**src/rtl/pap_pkg.sv**
```systemverilog
package pap_pkg;
  localparam int SAMPLE_W = 8;
  localparam int PERIOD   = 100;
  localparam int DUTY_W   = 7;

  function automatic logic [DUTY_W-1:0] scale_sample(input logic [SAMPLE_W-1:0] s);
    logic [14:0] prod;
    prod = 15'(s) * 15'd100;
    if (s == {SAMPLE_W{1'b1}}) return DUTY_W'(PERIOD);
    return prod[14:8];
  endfunction
endpackage

```
**src/rtl/sample_fifo.sv**
```systemverilog
module sample_fifo #(
  parameter int DW    = 8,
  parameter int DEPTH = 64,
  localparam int AW   = $clog2(DEPTH),
  localparam int CW   = AW + 1
) (
  input  logic          clk,
  input  logic          rst,
  input  logic          wr_valid,
  input  logic [DW-1:0] wr_data,
  output logic          wr_ready,
  input  logic          rd_en,
  output logic [DW-1:0] rd_data,
  output logic          empty,
  output logic [CW-1:0] level
);
  logic [DW-1:0] mem [DEPTH];
  logic [AW-1:0] wp, rp;
  logic [CW-1:0] cnt_q;
  logic full, push, pop;

  assign full     = (cnt_q == CW'(DEPTH));
  assign empty    = (cnt_q == '0);
  assign wr_ready = !full;
  assign push     = wr_valid && !full;
  assign pop      = rd_en && !empty;
  assign rd_data  = mem[rp];
  assign level    = cnt_q;

  always_ff @(posedge clk) begin
    if (push) mem[wp] <= wr_data;
  end

  always_ff @(posedge clk) begin
    if (rst) begin
      wp    <= '0;
      rp    <= '0;
      cnt_q <= '0;
    end else begin
      if (push) wp <= wp + 1'b1;
      if (pop)  rp <= rp + 1'b1;
      case ({push, pop})
        2'b10:   cnt_q <= cnt_q + 1'b1;
        2'b01:   cnt_q <= cnt_q - 1'b1;
        default: cnt_q <= cnt_q;
      endcase
    end
  end


  level_bound_chk: assert property (@(posedge clk) disable iff (rst)
    cnt_q <= CW'(DEPTH));


  read_nonempty_chk: assert property (@(posedge clk) disable iff (rst)
    rd_en |-> !empty);


  drop_keeps_full_chk: assert property (@(posedge clk) disable iff (rst)
    (wr_valid && full && !rd_en) |=> (cnt_q == CW'(DEPTH)));
endmodule

```
**src/rtl/pwm_engine.sv**
```systemverilog
module pwm_engine
  import pap_pkg::*;
#(
  parameter int PRESC = 4,
  localparam int PW   = (PRESC > 1) ? $clog2(PRESC) : 1
) (
  input  logic              clk,
  input  logic              rst,
  input  logic              active,
  input  logic              avail,
  input  logic [DUTY_W-1:0] next_duty,
  output logic              pop,
  output logic              underrun_evt,
  output logic              pwm_o
);
  logic              tick, wrap;
  logic [DUTY_W-1:0] cnt_q, duty_q;

  generate
    if (PRESC == 1) begin : g_nopre
      assign tick = active;
    end else begin : g_pre
      logic [PW-1:0] pre_q;
      logic          pre_end;
      assign pre_end = (pre_q == PW'(PRESC - 1));
      assign tick    = active && pre_end;
      always_ff @(posedge clk) begin
        if (rst)         pre_q <= '0;
        else if (active) pre_q <= pre_end ? '0 : pre_q + 1'b1;
      end
    end
  endgenerate

  assign wrap         = tick && (cnt_q == DUTY_W'(PERIOD - 1));
  assign pop          = wrap && avail;
  assign underrun_evt = wrap && !avail;
  assign pwm_o        = active && (cnt_q < duty_q);

  always_ff @(posedge clk) begin
    if (rst) begin
      cnt_q  <= '0;
      duty_q <= '0;
    end else begin
      if (tick) cnt_q <= wrap ? '0 : cnt_q + 1'b1;
      if (pop)  duty_q <= next_duty;
    end
  end


  duty_range_chk: assert property (@(posedge clk) disable iff (rst)
    duty_q <= DUTY_W'(PERIOD));


  duty_boundary_chk: assert property (@(posedge clk) disable iff (rst)
    !pop |=> $stable(duty_q));


  hold_stopped_chk: assert property (@(posedge clk) disable iff (rst)
    !active |=> $stable(cnt_q));
endmodule

```
**src/rtl/pwm_audio_player.sv**
```systemverilog
module pwm_audio_player
  import pap_pkg::*;
#(
  parameter int DEPTH      = 64,
  parameter int REFILL_MIN = 16,
  parameter int PRESC      = 4,
  localparam int CW        = $clog2(DEPTH) + 1
) (
  input  logic                clk,
  input  logic                rst,
  input  logic                in_valid,
  input  logic [SAMPLE_W-1:0] in_data,
  output logic                in_ready,
  input  logic                play_en,
  input  logic                pause,
  input  logic                clr_overflow,
  input  logic                clr_underrun,
  output logic                refill_req,
  output logic                pwm_out,
  output logic                overflow,
  output logic                underrun
);
  logic                active, pop, empty, uevt, drop;
  logic [SAMPLE_W-1:0] head;
  logic [CW-1:0]       level;
  logic [DUTY_W-1:0]   head_duty;

  assign active = play_en && !pause;

  sample_fifo #(.DW(SAMPLE_W), .DEPTH(DEPTH)) u_fifo (
    .clk(clk), .rst(rst),
    .wr_valid(in_valid), .wr_data(in_data), .wr_ready(in_ready),
    .rd_en(pop), .rd_data(head), .empty(empty), .level(level)
  );

  assign head_duty = scale_sample(head);

  pwm_engine #(.PRESC(PRESC)) u_pwm (
    .clk(clk), .rst(rst), .active(active), .avail(!empty),
    .next_duty(head_duty), .pop(pop), .underrun_evt(uevt), .pwm_o(pwm_out)
  );

  assign drop       = in_valid && !in_ready;
  assign refill_req = active && ((CW'(DEPTH) - level) >= CW'(REFILL_MIN));

  always_ff @(posedge clk) begin
    if (rst) begin
      overflow <= 1'b0;
      underrun <= 1'b0;
    end else begin
      if (drop)              overflow <= 1'b1;
      else if (clr_overflow) overflow <= 1'b0;
      if (uevt)              underrun <= 1'b1;
      else if (clr_underrun) underrun <= 1'b0;
    end
  end


  underrun_flag_chk: assert property (@(posedge clk) disable iff (rst)
    uevt |=> underrun);
endmodule

```
**config.mk**
```make
export PLATFORM = sky130hd
export DESIGN_NAME = pwm_audio_player
export DESIGN_NICKNAME = d
export VERILOG_FILES = /design/src/rtl/pap_pkg.sv /design/src/rtl/sample_fifo.sv /design/src/rtl/pwm_engine.sv /design/src/rtl/pwm_audio_player.sv
export SDC_FILE = /design/constraint.sdc
export NUM_CORES = 1
export LEC_CHECK = 0
export ABC_AREA = 1
export BUFFER_PORTS_ARGS = -buffer_cell sky130_fd_sc_hd__buf_2
export CAP_MARGIN = 10
export CORE_AREA = 2 2 308 310
export CTS_CLUSTER_SIZE = 10
export DETAILED_ROUTE_END_ITERATION = 10
export DIE_AREA = 0 0 310 312
export PLACE_DENSITY = 0.37
export SLEW_MARGIN = 20
export SYNTH_ARGS = -nofsm -noshare
export SYNTH_HDL_FRONTEND = slang
export SYNTH_SLANG_ARGS = --single-unit
```
**constraint.sdc**
```tcl
create_clock -name clk -period 4.61 [get_ports clk]
set_clock_uncertainty 0.1 [all_clocks]
set_input_delay 0.2305 -clock clk [delete_from_list [all_inputs] [get_ports clk]]
set_output_delay 0.2305 -clock clk [all_outputs]
set_load 0.02 [all_outputs]
```
# ---- Word level (Yosys, flattened, before mapping)
# Memory sizes are Yosys's and may differ from the RTL's. A register that Yosys moved wholly into a read port is not among the register bits.
# Index checks and enable logic that the tools add are counted.
dict set report totals {
  ff_bits 37
  inputBits 15
  output_inout_bits 5
  ram_bits 512
  memories 1
  elab_cells 56
}
# memory depth width rd rd_clocked_by_memory_dff write_ports line
set memory_table {}
lappend memory_table {u_fifo.mem 64 8 1 1 1 sample_fifo.sv:17} ;# logic [DW-1:0] mem [DEPTH];
dict set report classes {
  n_mul 1
  n_mux 14
  magnitude_cmp 2
  eq_ne 6
  add_sub_neg 7
  n_reduce_logical 17
}
# cell n
set ops {}
lappend ops {{7-bit two-way mux} 3}
lappend ops {{7-bit by 1-bit adder with 7-bit output, second input constant} 2}
lappend ops {{7-bit == test, second input constant} 2}
lappend ops {{7-bit one-hot mux with 2 select lines} 1}
lappend ops {{8-bit by 5-bit multiplier with 13-bit output, second input constant} 1}
lappend ops {{6-bit by 1-bit adder with 6-bit output, second input constant} 2}
lappend ops {{6-bit two-way mux} 2}
lappend ops {{1-bit logical AND} 10}
lappend ops {{8-bit == test, second input constant} 1}
lappend ops {{7-bit by 5-bit >= comparator with 1-bit output, second input constant} 1}
lappend ops {{7-bit zero test} 1}
lappend ops {{7-bit less-than comparator} 1}
lappend ops {{1-bit two-way mux} 7}
lappend ops {{7-bit by 1-bit subtractor with 7-bit output, second input constant} 1}
lappend ops {{7-bit subtractor, first input constant} 1}
lappend ops {{2-bit nonzero test} 3}
lappend ops {{2-bit == test, second input constant} 2}
lappend ops {{1-bit zero test} 3}
lappend ops {{2-bit by 1-bit adder with 2-bit output, second input constant} 1}
lappend ops {{2-bit by 1-bit == test with 1-bit output, second input constant} 1}
lappend ops {{2-bit two-way mux} 1}

# ---- Depth between registers and ports, before layout
# Gate-level depths: netlist (run 1).
dict set report depth {
  word_depth 8
  depth_mapped 29
  depth_no_buf 25
}

# ---- By module
# A second synthesis (run 1) with hierarchy kept.
dict set report hier_totals {
  hier_cells 2261
  hier_area_um2 24309.6
}
# mod n_inst area_each_um2 cells_each seq_area_each_um2
set by_module_without_submodules {}
lappend by_module_without_submodules {sample_fifo 1 22431.5 1980 15875.2}
lappend by_module_without_submodules {pwm_engine 1 1002.2 152 320.3}
lappend by_module_without_submodules {pwm_audio_player 1 875.8 129 40.0}

# ---- Least setup slack after synthesis (run 1)
# No wires, ideal clock.
dict set report synth_path {
  path_kind {flip-flop to flip-flop}
  start {register with a tool-made name}
  end {register u_pwm.duty_q[4]}
  setup_ns 0.132
  t_required_ns 4.378
  arrival_time_ns 3.841
  n_path_buf 6
  setup_slack_ns 0.537
  path_stages_with_launch 25
  period_less_slack_ns 4.073
  path_cell_list {dfxtp_1 buf_6 buf_6 buf_4 buf_4 buf_4 buf_2 nor2_1 o22ai_1 o21ai_0 o22ai_1 o211ai_1 nand2_1 ha_1 ha_1 inv_1 fa_1 inv_1 ha_1 a21oi_1 nor2_1 nor2_1 nand3b_1 nand3_1 a21oi_1}
}
# item line
set synth_lines {}
lappend synth_lines {{to (signal assigned)} pwm_engine.sv:45} ;# if (pop) duty_q <= next_duty;
lappend synth_lines {{to (decl)} pwm_engine.sv:17} ;# logic [DUTY_W-1:0] cnt_q, duty_q;

==> metrics.cfg, run 1 <==
[outcome]
outcome = complete, no violations

[route]
drtAntennaViolNets = 0
viasPerCell = 4.637
remaining_drc_errors = 0
vias = 15739
drt_iter0_markers = 1101
wl_um = 72840
route.detailed.wl_per_inst_um = 21.46
first_pass_iters = 6

[hold_path]
min_from = rst
min_path_cells = 2
hold_path.class = input pin to flip-flop

[timing]
setup_viol = 0
hold_viol_final = 0
period_share_pct = 95.00
fmaxAchievable_mhz = 228.3
rsz0062_at_grt = no
min_period_ps = 4379
relSlewSlack_pct = 26.26
maxSlewViolCount = 0
whs_ps = 16.37
tightest_slew_ps = 1106

[pwr]
cellLeakagePower_nw = 9.594
cellPowerDensity_nw_per_um2 = 388.3
power.total_mw = 10.85
peakVddDrop_mv = 0.2474

[place]
portBuffers = 19
dp_hpwl_um = 43760
place_congestion = 0.7776

[setup_path]
crit_buf_inv = 3
crit_family = compound AO/OA/AOI/OAI gates
cp-start-kind = flip-flop
crit_type = flip-flop to flip-flop
path_max_fanout = 26
cpPeakStageDelay_ps = 480
cp.depth = 21
worst-r2r-cell-count = 21
worstPathCellList = buf_12 -> buf_16 -> o21ai_0 -> o22ai_1 -> o21ai_1 -> o22ai_1 -> o211ai_1 -> nand2_1 -> ha_1 -> ha_1 -> ha_1 -> ha_1 -> inv_1 -> o21ai_1 -> a21oi_1 -> nor2_1 -> nor2_1 -> nand3_1 -> nand2_1 -> nor2_1 -> nor2_1
cpMaxStageDelayCell = o211ai_1
endpoint_kind = flip-flop
cp.required_ps = 5040
cp.arrival_ps = 4810

[grt]
overflow = 0
antenna_found_initial = 2
grt_pass1_wl_um = 105300
grt_max_degree = 102
grt_use_total_pct = 14.58
grt_pass1_vias = 15814

[synth]
syn_nets = 2034
yosysSeqAreaShare_pct = 69.96
synth_top_cell_area_share_pct = 66.25
ys_ff_latch = 555
synth_edf_count = 512
syn_inst = 1973
synth-async-reset-ratio_pct = 0
yosys.area.top_type = edfxtp_1
synth-main-ff-cell = edfxtp_1
synth.distinct_cells = 45
ys_top_cells_by_area = edfxtp_1 66%, nor2_1 5.5%, o21ai_0 5.5%
synth_area_per_cell_um2 = 11.76
yosysWarnings = 0
netlist_area_um2 = 23210

[clock_network]
htree_levels = 3
clk_latency_ps = 600
clockBufferDepth = 3
numCtsBuffers = 69
cts_tree = done
clkSlewWorstSetupHoldPaths_ps = 60
cts_sinks = 555
cts_root_buf = clkbuf_16

[floorplan]
die_y_um = 312
core_um2 = 93050
die_w_um = 310
std_cell_rows = 112
dieArea_um2 = 96720
initial_core_util_pct = 24.94
ioPinCount = 20

[finish]
nets = 2162
syn_to_final_growth_pct = 20.36
insertedDiodeCount = 0
fillers = 9507
drive_gt1_share_pct = 13.69

[flow_run]
drv_cap = 0

-- worst paths after layout --
check                            endpoint  slack [ps]
max          u_pwm.duty_q[6]$_SDFFE_PP0P_         230
min          u_fifo.level[1]$_SDFFE_PP0P_          20
max reg2reg  u_pwm.duty_q[6]$_SDFFE_PP0P_         230
min reg2reg  u_pwm.duty_q[1]$_SDFFE_PP0P_         370
-- metal layers --
layer / wire length, µm / up-vias / GRT usage (%) / share of wire (%)
li1: - / 7383 / - / -
met2: 34490 / 359 / 23.68 / 47
met3: 3139 / 87 / 2.041 / 4.3
met1: 33590 / 7910 / 20.10 / 46
met4: 1620 / 0 / 4.545 / 2.2
met5: 0 / - / 0 / 0
-- cell families (layout without fill, tap and decap cells) --
| group | after synthesis | after routing | synth area share [%] |
|---|---|---|---|
| compound gates | 440 | 440 | 10.55 |
| xor+xnor | 6 | 6 | 0.2264 |
| fa+ha+maj | 46 | 46 | 2.577 |
| buf+inv | 192 | 359 | 3.655 |
| flops | 555 | 555 | 69.96 |
| simple gates | 734 | 734 | 13.04 |
-- report_power, final --
group,total (mW),internal [mW],leakage [nW],switching [mW]
combinational,0.450,0.148,3.68,0.302
sequential,5.52,5.52,4.96,0.00722
clock,4.87,2.84,0.963,2.03
total,10.8,8.50,9.59,2.34
-- layout make-up --
class | instances | area (µm²) | area share (%)
clock buffers | 95 | 1887 | 6.755
clock inverters | 15 | 86.33 | 0.3091
inverters | 80 | 321.6 | 1.151
multi-input cells | 1226 | 6250 | 22.37
flip-flops and latches | 555 | 16240 | 58.15
well taps | 1254 | 1569 | 5.617
repair buffers | 169 | 1575 | 5.639
-- layout by cell type (no fill, tap or decap), types with 6 or more instances in the layout --
cell | synthesis | final
nand3_1 | 128 | 127
nor2_1 | 343 | 341
o221ai_1 | 11 | 10
o21ai_1 | 4 | 11
buf_4 | 5 | 118
o21ai_0 | 257 | 246
nand2_1 | 226 | 225
clkbuf_16 | 0 | 76
nand4_1 | 7 | 7
buf_2 | 37 | 19
edfxtp_1 | 512 | 512
inv_6 | 0 | 6
o22ai_1 | 103 | 99
nor3_1 | 11 | 11
o211ai_1 | 10 | 10
buf_12 | 0 | 14
a21oi_1 | 39 | 35
ha_1 | 43 | 40
nand2_2 | 6 | 7
clkbuf_1 | 61 | 22
clkinv_1 | 1 | 6
dfxtp_1 | 43 | 40
inv_1 | 76 | 75
-- synth_stat cells, types with 2 or more instances --
cell,n
nand2_2,6
buf_6,8
o21bai_1,4
nor2_1,343
nor3b_1,3
o311ai_1,3
nand2_1,226
edfxtp_1,512
inv_2,2
buf_4,5
o221ai_1,11
nand3_2,2
a211oi_1,3
buf_2,37
o22ai_1,103
inv_1,76
xor2_1,5
a21oi_1,39
o32ai_1,2
o211ai_1,10
nor3_1,11
dfxtp_1,43
o21ai_0,257
fa_1,3
clkbuf_1,61
o21ai_1,4
nand4_1,7
ha_1,43
nand3_1,128
-- stage by stage --
stage               setup TNS [ps]  instance area (µm²)  setup WS, ps  std cells  util [%]
CTS                              0                27580         23.33       3384     29.64
detailed placement          -62.12                25550        -32.70       3269     27.46
finish                           0                27930         230.6       3394     30.02
floorplan                        0                23210         536.8       1973         -
global placement            -119.4                25550        -64.75       3269     27.46
global route                     0                27930         5.322       3394     30.02
-- state kept, by name, summed over array words and instances (netlist names), named ones only --
register           count
u_pwm.duty_q           7
overflow               1
u_fifo.rp              6
u_fifo.wp              6
u_pwm.cnt_q            7
underrun               1
u_fifo.mem           512
u_fifo.level           7
u_pwm.g_pre.pre_q      2
-- repair_timing --
item                                    in CTS  in global routing
hold endpoints to repair                     4                  0
cloned                                       0                  6
pin swaps                                    1                 12
endpoints found under the setup margin       3                  9
gates resized for setup                      1                 46
buffers inserted                             0                  4
hold buffers                                 5                  0
Note: power is estimated with default switching activity, not from simulation.
==> inputs of run 2 (changes only) <==
--- a/config.mk
+++ b/config.mk
@@ -13,7 +13,9 @@
 export DETAILED_ROUTE_END_ITERATION = 10
 export DIE_AREA = 0 0 310 312
 export PLACE_DENSITY = 0.37
+export REMOVE_ABC_BUFFERS = 1
 export SLEW_MARGIN = 20
 export SYNTH_ARGS = -nofsm -noshare
 export SYNTH_HDL_FRONTEND = slang
 export SYNTH_SLANG_ARGS = --single-unit
+export TNS_END_PERCENT = 50
==> run 2 against run 1 <==
Compared with the run above: via count decreased by 1.5%; register-to-register slack barely moved; global-route usage is 0.46 points lower; sequential cell count stayed put; non-clock buffer count is 1 lower; critical endpoint is now u_pwm.duty_q[3]$_SDFFE_PP0P_; largest cell class unchanged; highest routed layer unchanged.
==> metrics.cfg, run 2 (synthesized netlist as in run 1, its figures left out) <==
[outcome]
outcome = complete, no violations

[timing]
postLayoutSetupSlackWorst_ps = 217.1  ; -13.50 ps
fin_tns_setup_ps = 0  ; unchanged
rsz0062_at_grt = yes
maxSlewViolCount = 0  ; unchanged
hold_viol_final = 0  ; unchanged
min_period_ps = 4393  ; +13.49 ps
fmaxAchievable_mhz = 227.6  ; -0.31%
period_share_pct = 95.29  ; +0.29 points
setup_viol = 0  ; unchanged
relSlewSlack_pct = 27.42  ; +1.2 points
tightest_slew_ps = 1083  ; -23.24 ps

[clock_network]
clk_latency_ps = 610  ; about the same
cts_sinks = 555  ; unchanged
cts_tree = done
cts_root_buf = clkbuf_16
clockBufferDepth = 3  ; unchanged
clkSlewWorstSetupHoldPaths_ps = 50  ; about the same
numCtsBuffers = 68  ; -1.4%
htree_levels = 3  ; unchanged

[floorplan]
std_cell_rows = 112  ; unchanged
initial_core_util_pct = 24.94  ; unchanged
die_y_um = 312  ; unchanged
core_um2 = 93050  ; unchanged
ioPinCount = 20  ; unchanged
die_w_um = 310  ; unchanged
dieArea_um2 = 96720  ; unchanged

[setup_path]
endpoint_kind = flip-flop
path_max_fanout = 38  ; +46%
cp.required_ps = 4970  ; -70 ps
crit_top_cell = nand2_1
cp.arrival_ps = 4750  ; -60 ps
cpPeakStageDelay_ps = 530  ; +50 ps
cpMaxStageDelayCell = fa_1
worstPathCellList = inv_16 -> buf_12 -> buf_12 -> nand2_1 -> nand3_1 -> nand3_1 -> nand2_1 -> nand2_1 -> nand3_1 -> nand3_2 -> nand2_2 -> ha_1 -> ha_1 -> inv_1 -> fa_1 -> inv_1 -> ha_1 -> nand2_1 -> nor2_1 -> nand4_1 -> nand2_1 -> nand2_1 -> nand3_1 -> a21oi_1
cp-start-kind = flip-flop
crit_type = flip-flop to flip-flop
crit_family = simple AND/OR/NAND/NOR gates
crit_buf_inv = 5  ; +2

[finish]
insertedDiodeCount = 0  ; unchanged
layout_commonest_cell = edfxtp_1
mostFrequentLayoutCells = 512 x edfxtp_1, 343 x nor2_1, 247 x o21ai_0, 225 x nand2_1, 127 x nand3_1
fin_util_pct = 29.92  ; -0.10 points
nets = 2160  ; -0.093%
syn_to_final_growth_pct = 19.94
drive_gt1_share_pct = 12.72  ; -0.97 points
fillers = 9535  ; +0.29%
largest_reg_flops = 512  ; unchanged
final_cells = 3385  ; -0.27%
top_register = u_fifo.mem

[pwr]
peakVddDrop_mv = 0.2140  ; -13%
cellPowerDensity_nw_per_um2 = 384.7  ; -0.91%
cellLeakagePower_nw = 9.574  ; -0.22%

[grt]
overflow = 0  ; unchanged
grt_pass1_vias = 15978  ; +1.0%
grt_use_total_pct = 14.12  ; -0.46 points
grt_pass1_wl_um = 102600  ; -2.6%
grt_max_degree = 65  ; -36%
antenna_found_initial = 1  ; -1

[place]
place_congestion = 0.7824  ; +0.62%
dp_hpwl_um = 43140  ; -1.4%
placedCellCount = 3270  ; +0.031%
dp_slack_ps = 56.22  ; +88.91 ps
portBuffers = 19  ; unchanged

[route]
drt_iter0_markers = 1123  ; +2.0%
first_pass_iters = 5  ; -1
vias = 15505  ; -1.5%
route.detailed.wl_per_inst_um = 20.38  ; -5.0%
viasPerCell = 4.581  ; -1.2%
wl_um = 69000  ; -5.3%
remaining_drc_errors = 0  ; unchanged
drtAntennaViolNets = 0  ; unchanged

[flow_run]
drv_cap = 0  ; unchanged

[hold_path]
hold_path.class = input pin to flip-flop

-- run 2: metrics by stage --
step / total power [mW] / instance area (µm²) / hold WS (ps)
floorplan: 5.837 / 22660 / 199.6
global placement: 6.062 / 25630 / 349.9
detailed placement: 6.056 / 25630 / 358.3
CTS: 10.86 / 27600 / 49.54
global route: 11.12 / 27840 / 85.39
finish: 10.71 / 27840 / 72.75
-- run 2: power by group --
group / switching [mW] / internal (mW) / total (mW)
Combinational: 0.285 / 0.144 / 0.429
Sequential: 0.00775 / 5.52 / 5.52
Clock: 2.02 / 2.73 / 4.76
Total: 2.32 / 8.39 / 10.7
-- run 2: worst paths after layout --
path                         start                      endpoint  slack [ps]  depth (start not counted)
max                      flip-flop  u_pwm.duty_q[3]$_SDFFE_PP0P_         220                         24
min                     in_data[5]   u_fifo.mem[35][5]$_DFFE_PP_          70                          1
max reg2reg              flip-flop  u_pwm.duty_q[3]$_SDFFE_PP0P_         220                         24
min reg2reg  underrun$_SDFFE_PP0P_         underrun$_SDFFE_PP0P_         370                          2
-- run 2: repair_timing --
item,4_1_cts,5_1_grt
setup endpoints to repair,0,8
hold endpoints to repair,21,0
hold buffers,7,0
buffers inserted,0,1
resized for setup,0,32
-- run 2: final cells by class --
cell class / instances / area, µm² / area share (%)
Clock buffer: 91 / 1809 / 6.499
Clock inverter: 11 / 86.33 / 0.3101
Inverter: 80 / 324.1 / 1.164
Multi-Input combinational cell: 1226 / 6177 / 22.19
Sequential cell: 555 / 16240 / 58.36
Tap cell: 1254 / 1569 / 5.636
Timing Repair Buffer: 168 / 1627 / 5.843
-- run 2: routing by layer --
layer	up-vias	wire (µm)	part of all wire [%]	global-route usage, %
met2	274	33420	48	23.68
met5	-	0	0	0
met4	0	1661	2.4	4.589
li1	7369	-	-	-
met3	90	2576	3.7	2.211
met1	7772	31340	45	18.60
==> inputs of run 3 (changes only) <==
--- a/config.mk
+++ b/config.mk
@@ -8,11 +8,11 @@
 export ABC_AREA = 1
 export BUFFER_PORTS_ARGS = -buffer_cell sky130_fd_sc_hd__buf_2
 export CAP_MARGIN = 10
-export CORE_AREA = 2 2 308 310
+export CORE_AREA = 2 2 209 211
 export CTS_CLUSTER_SIZE = 10
 export DETAILED_ROUTE_END_ITERATION = 10
-export DIE_AREA = 0 0 310 312
-export PLACE_DENSITY = 0.37
+export DIE_AREA = 0 0 211 213
+export PLACE_DENSITY = 0.69
 export REMOVE_ABC_BUFFERS = 1
 export SLEW_MARGIN = 20
 export SYNTH_ARGS = -nofsm -noshare
==> run 3 against run 2 <==
Compared with the run above: sequential power is essentially flat; critical endpoint unchanged; core utilization grew 32 points; highest routed layer unchanged; total power shrank 2.0%; largest power group unchanged; hold slack gained 31 ps; clock-buffer cell count shrank 11; die area shrank 54%.
==> metrics.cfg, run 3 (synthesized netlist as in run 1, its figures left out) <==
[floorplan]
die_y_um = 213  ; -32%
std_cell_rows = 76  ; -32%
die_w_um = 211  ; -32%
dieArea_um2 = 44940  ; -54%
initial_core_util_pct = 54.36  ; +29 points
core_um2 = 42700  ; -54%
ioPinCount = 20  ; unchanged

[place]
place_congestion = 0.9270  ; +18%
portBuffers = 19  ; unchanged
dp_hpwl_um = 35040  ; -19%

[flow_run]
drv_cap = 0  ; unchanged

[setup_path]
cp.arrival_ps = 4700  ; -50 ps
crit_top_cell = nand2_1
worstPathCellList = inv_6 -> buf_12 -> buf_4 -> o21ai_0 -> o22ai_1 -> o21ai_0 -> o221ai_2 -> nand3_1 -> nand2_1 -> ha_1 -> ha_1 -> inv_1 -> fa_1 -> inv_1 -> ha_1 -> nand2_1 -> nor2_1 -> nand4_1 -> nand2_1 -> nand2_1 -> nand3_1 -> a21oi_1
endpoint_kind = flip-flop
worst-r2r-cell-count = 22  ; -8.3%
cpMaxStageDelayCell = fa_1
cp.required_ps = 4960  ; about the same
cpPeakStageDelay_ps = 530  ; about the same
path_max_fanout = 20  ; -47%
crit_type = flip-flop to flip-flop
cp-start-kind = flip-flop

[clock_network]
cts_sinks = 555  ; unchanged
clkSlewWorstSetupHoldPaths_ps = 50  ; about the same
numCtsBuffers = 66  ; -2.9%
htree_levels = 3  ; unchanged
clk_latency_ps = 590  ; -20 ps
cts_tree = done
clockBufferDepth = 3  ; unchanged
cts_root_buf = clkbuf_16
cts_setup_buffers = 0  ; unchanged

[finish]
nets = 2101  ; -2.7%
fin_util_pct = 61.51  ; +32 points
syn_to_final_growth_pct = 13.15
largest_reg_flops = 512  ; unchanged
mostFrequentLayoutCells = 512 x edfxtp_1, 343 x nor2_1, 255 x o21ai_0, 226 x nand2_1, 128 x nand3_1
drive_gt1_share_pct = 9.903  ; -2.8 points
top_register = u_fifo.mem
layout_commonest_cell = edfxtp_1
insertedDiodeCount = 0  ; unchanged

[timing]
period_share_pct = 94.50  ; -0.79 points
fmaxAchievable_mhz = 229.6  ; +0.84%
maxSlewViolCount = 0  ; unchanged
setup_viol = 0  ; unchanged
fin_tns_setup_ps = 0  ; unchanged
tightest_slew_ps = 1028  ; -54.36 ps
min_period_ps = 4356  ; -36.63 ps
relSlewSlack_pct = 31.06  ; +3.6 points
hold_viol_final = 0  ; unchanged

[route]
drt_iter0_markers = 1882  ; +68%
drtAntennaViolNets = 0  ; unchanged
viasPerCell = 6.059  ; +32%
remaining_drc_errors = 0  ; unchanged
route.detailed.wl_per_inst_um = 22.21  ; +8.9%
first_pass_iters = 5  ; unchanged
vias = 15790  ; +1.8%
wl_um = 57870  ; -16%

[pwr]
cellPowerDensity_nw_per_um2 = 399.5  ; +3.8%
cellLeakagePower_nw = 9.185  ; -4.1%
peakVddDrop_mv = 0.3576  ; +67%

[grt]
grt_max_degree = 65  ; unchanged
grt_pass1_vias = 15580  ; -2.5%
grt_use_total_pct = 26.16  ; +12 points
overflow = 0  ; unchanged
antenna_found_initial = 0  ; -1
grt_pass1_wl_um = 88750  ; -14%

[outcome]
outcome = complete, no violations

[hold_path]
hold_path.class = input pin to flip-flop
min_path_cells = 3  ; +2

## run 3: cell count changes in the layout (fill, tap and decap cells not counted), moves of 3 or more
cell,delta
o22ai_1,+3
buf_4,-48
buf_16,-3
o21ai_0,+8
clkbuf_1,-12
o22ai_2,-3
o21ai_1,-8
clkinv_8,+3
clkbuf_16,-6
## run 3: final timing paths
kind	to	slack, ps	from
max	u_pwm.duty_q[3]$_SDFFE_PP0P_	250	flip-flop
min	u_fifo.wp[1]$_SDFFE_PP0P_	100	in_valid
max reg2reg	u_pwm.duty_q[3]$_SDFFE_PP0P_	250	flip-flop
min reg2reg	u_pwm.duty_q[3]$_SDFFE_PP0P_	370	u_pwm.duty_q[3]$_SDFFE_PP0P_
## run 3: layout make-up
type | instances | area [µm²]
clock buffers | 80 | 1767
clock inverters | 8 | 78.83
fillers | 3224 | 16440
inverters | 80 | 306.5
multi-input cells | 1226 | 6147
flip-flops and latches | 555 | 16240
well taps | 546 | 683.2
repair buffers | 111 | 1033
## run 3: repair_timing
item,CTS,global route
setup endpoints to repair,0,5
hold buffers,9,0
endpoints found under the hold margin,32,0
resized for setup,0,9
## run 3: report_power, final
group	switching, mW	internal [mW]
clock	1.88	2.68
sequential	0.00792	5.52
combinational	0.276	0.128
total	2.16	8.33
## run 3: critical path, delay by kind of cell (launching register included)
kind	cells	cell delay [ps]
AO/OA/AOI/OAI	5	910
adder cells (fa/ha/maj)	4	1400
flip-flops	1	400
AND/OR/NAND/NOR	8	800
buffers and inverters	5	570
## run 3: through the flow
step                instance area (µm²)  power, mW  hold WS, ps  setup slack [ps]  instances
floorplan                         22660      5.837        199.6             -5030       1861
global placement                  24280      6.010        347.9             296.7       2509
detailed placement                24280      6.019        360.1             246.9       2509
CTS                               26220      10.53        78.55             238.7       2606
global route                      26260      10.77        134.6            -17.15       2606
finish                            26260      10.49        103.6             253.8       2606
## run 3: layer usage
metal / vias up / GRT usage, % / wire [µm]
met1: 7746 / 35.20 / 23640
met2: 685 / 43.65 / 28190
li1: 7236 / - / -
met4: 0 / 8.354 / 1613
met5: - / 0 / 0
met3: 123 / 4.604 / 4418
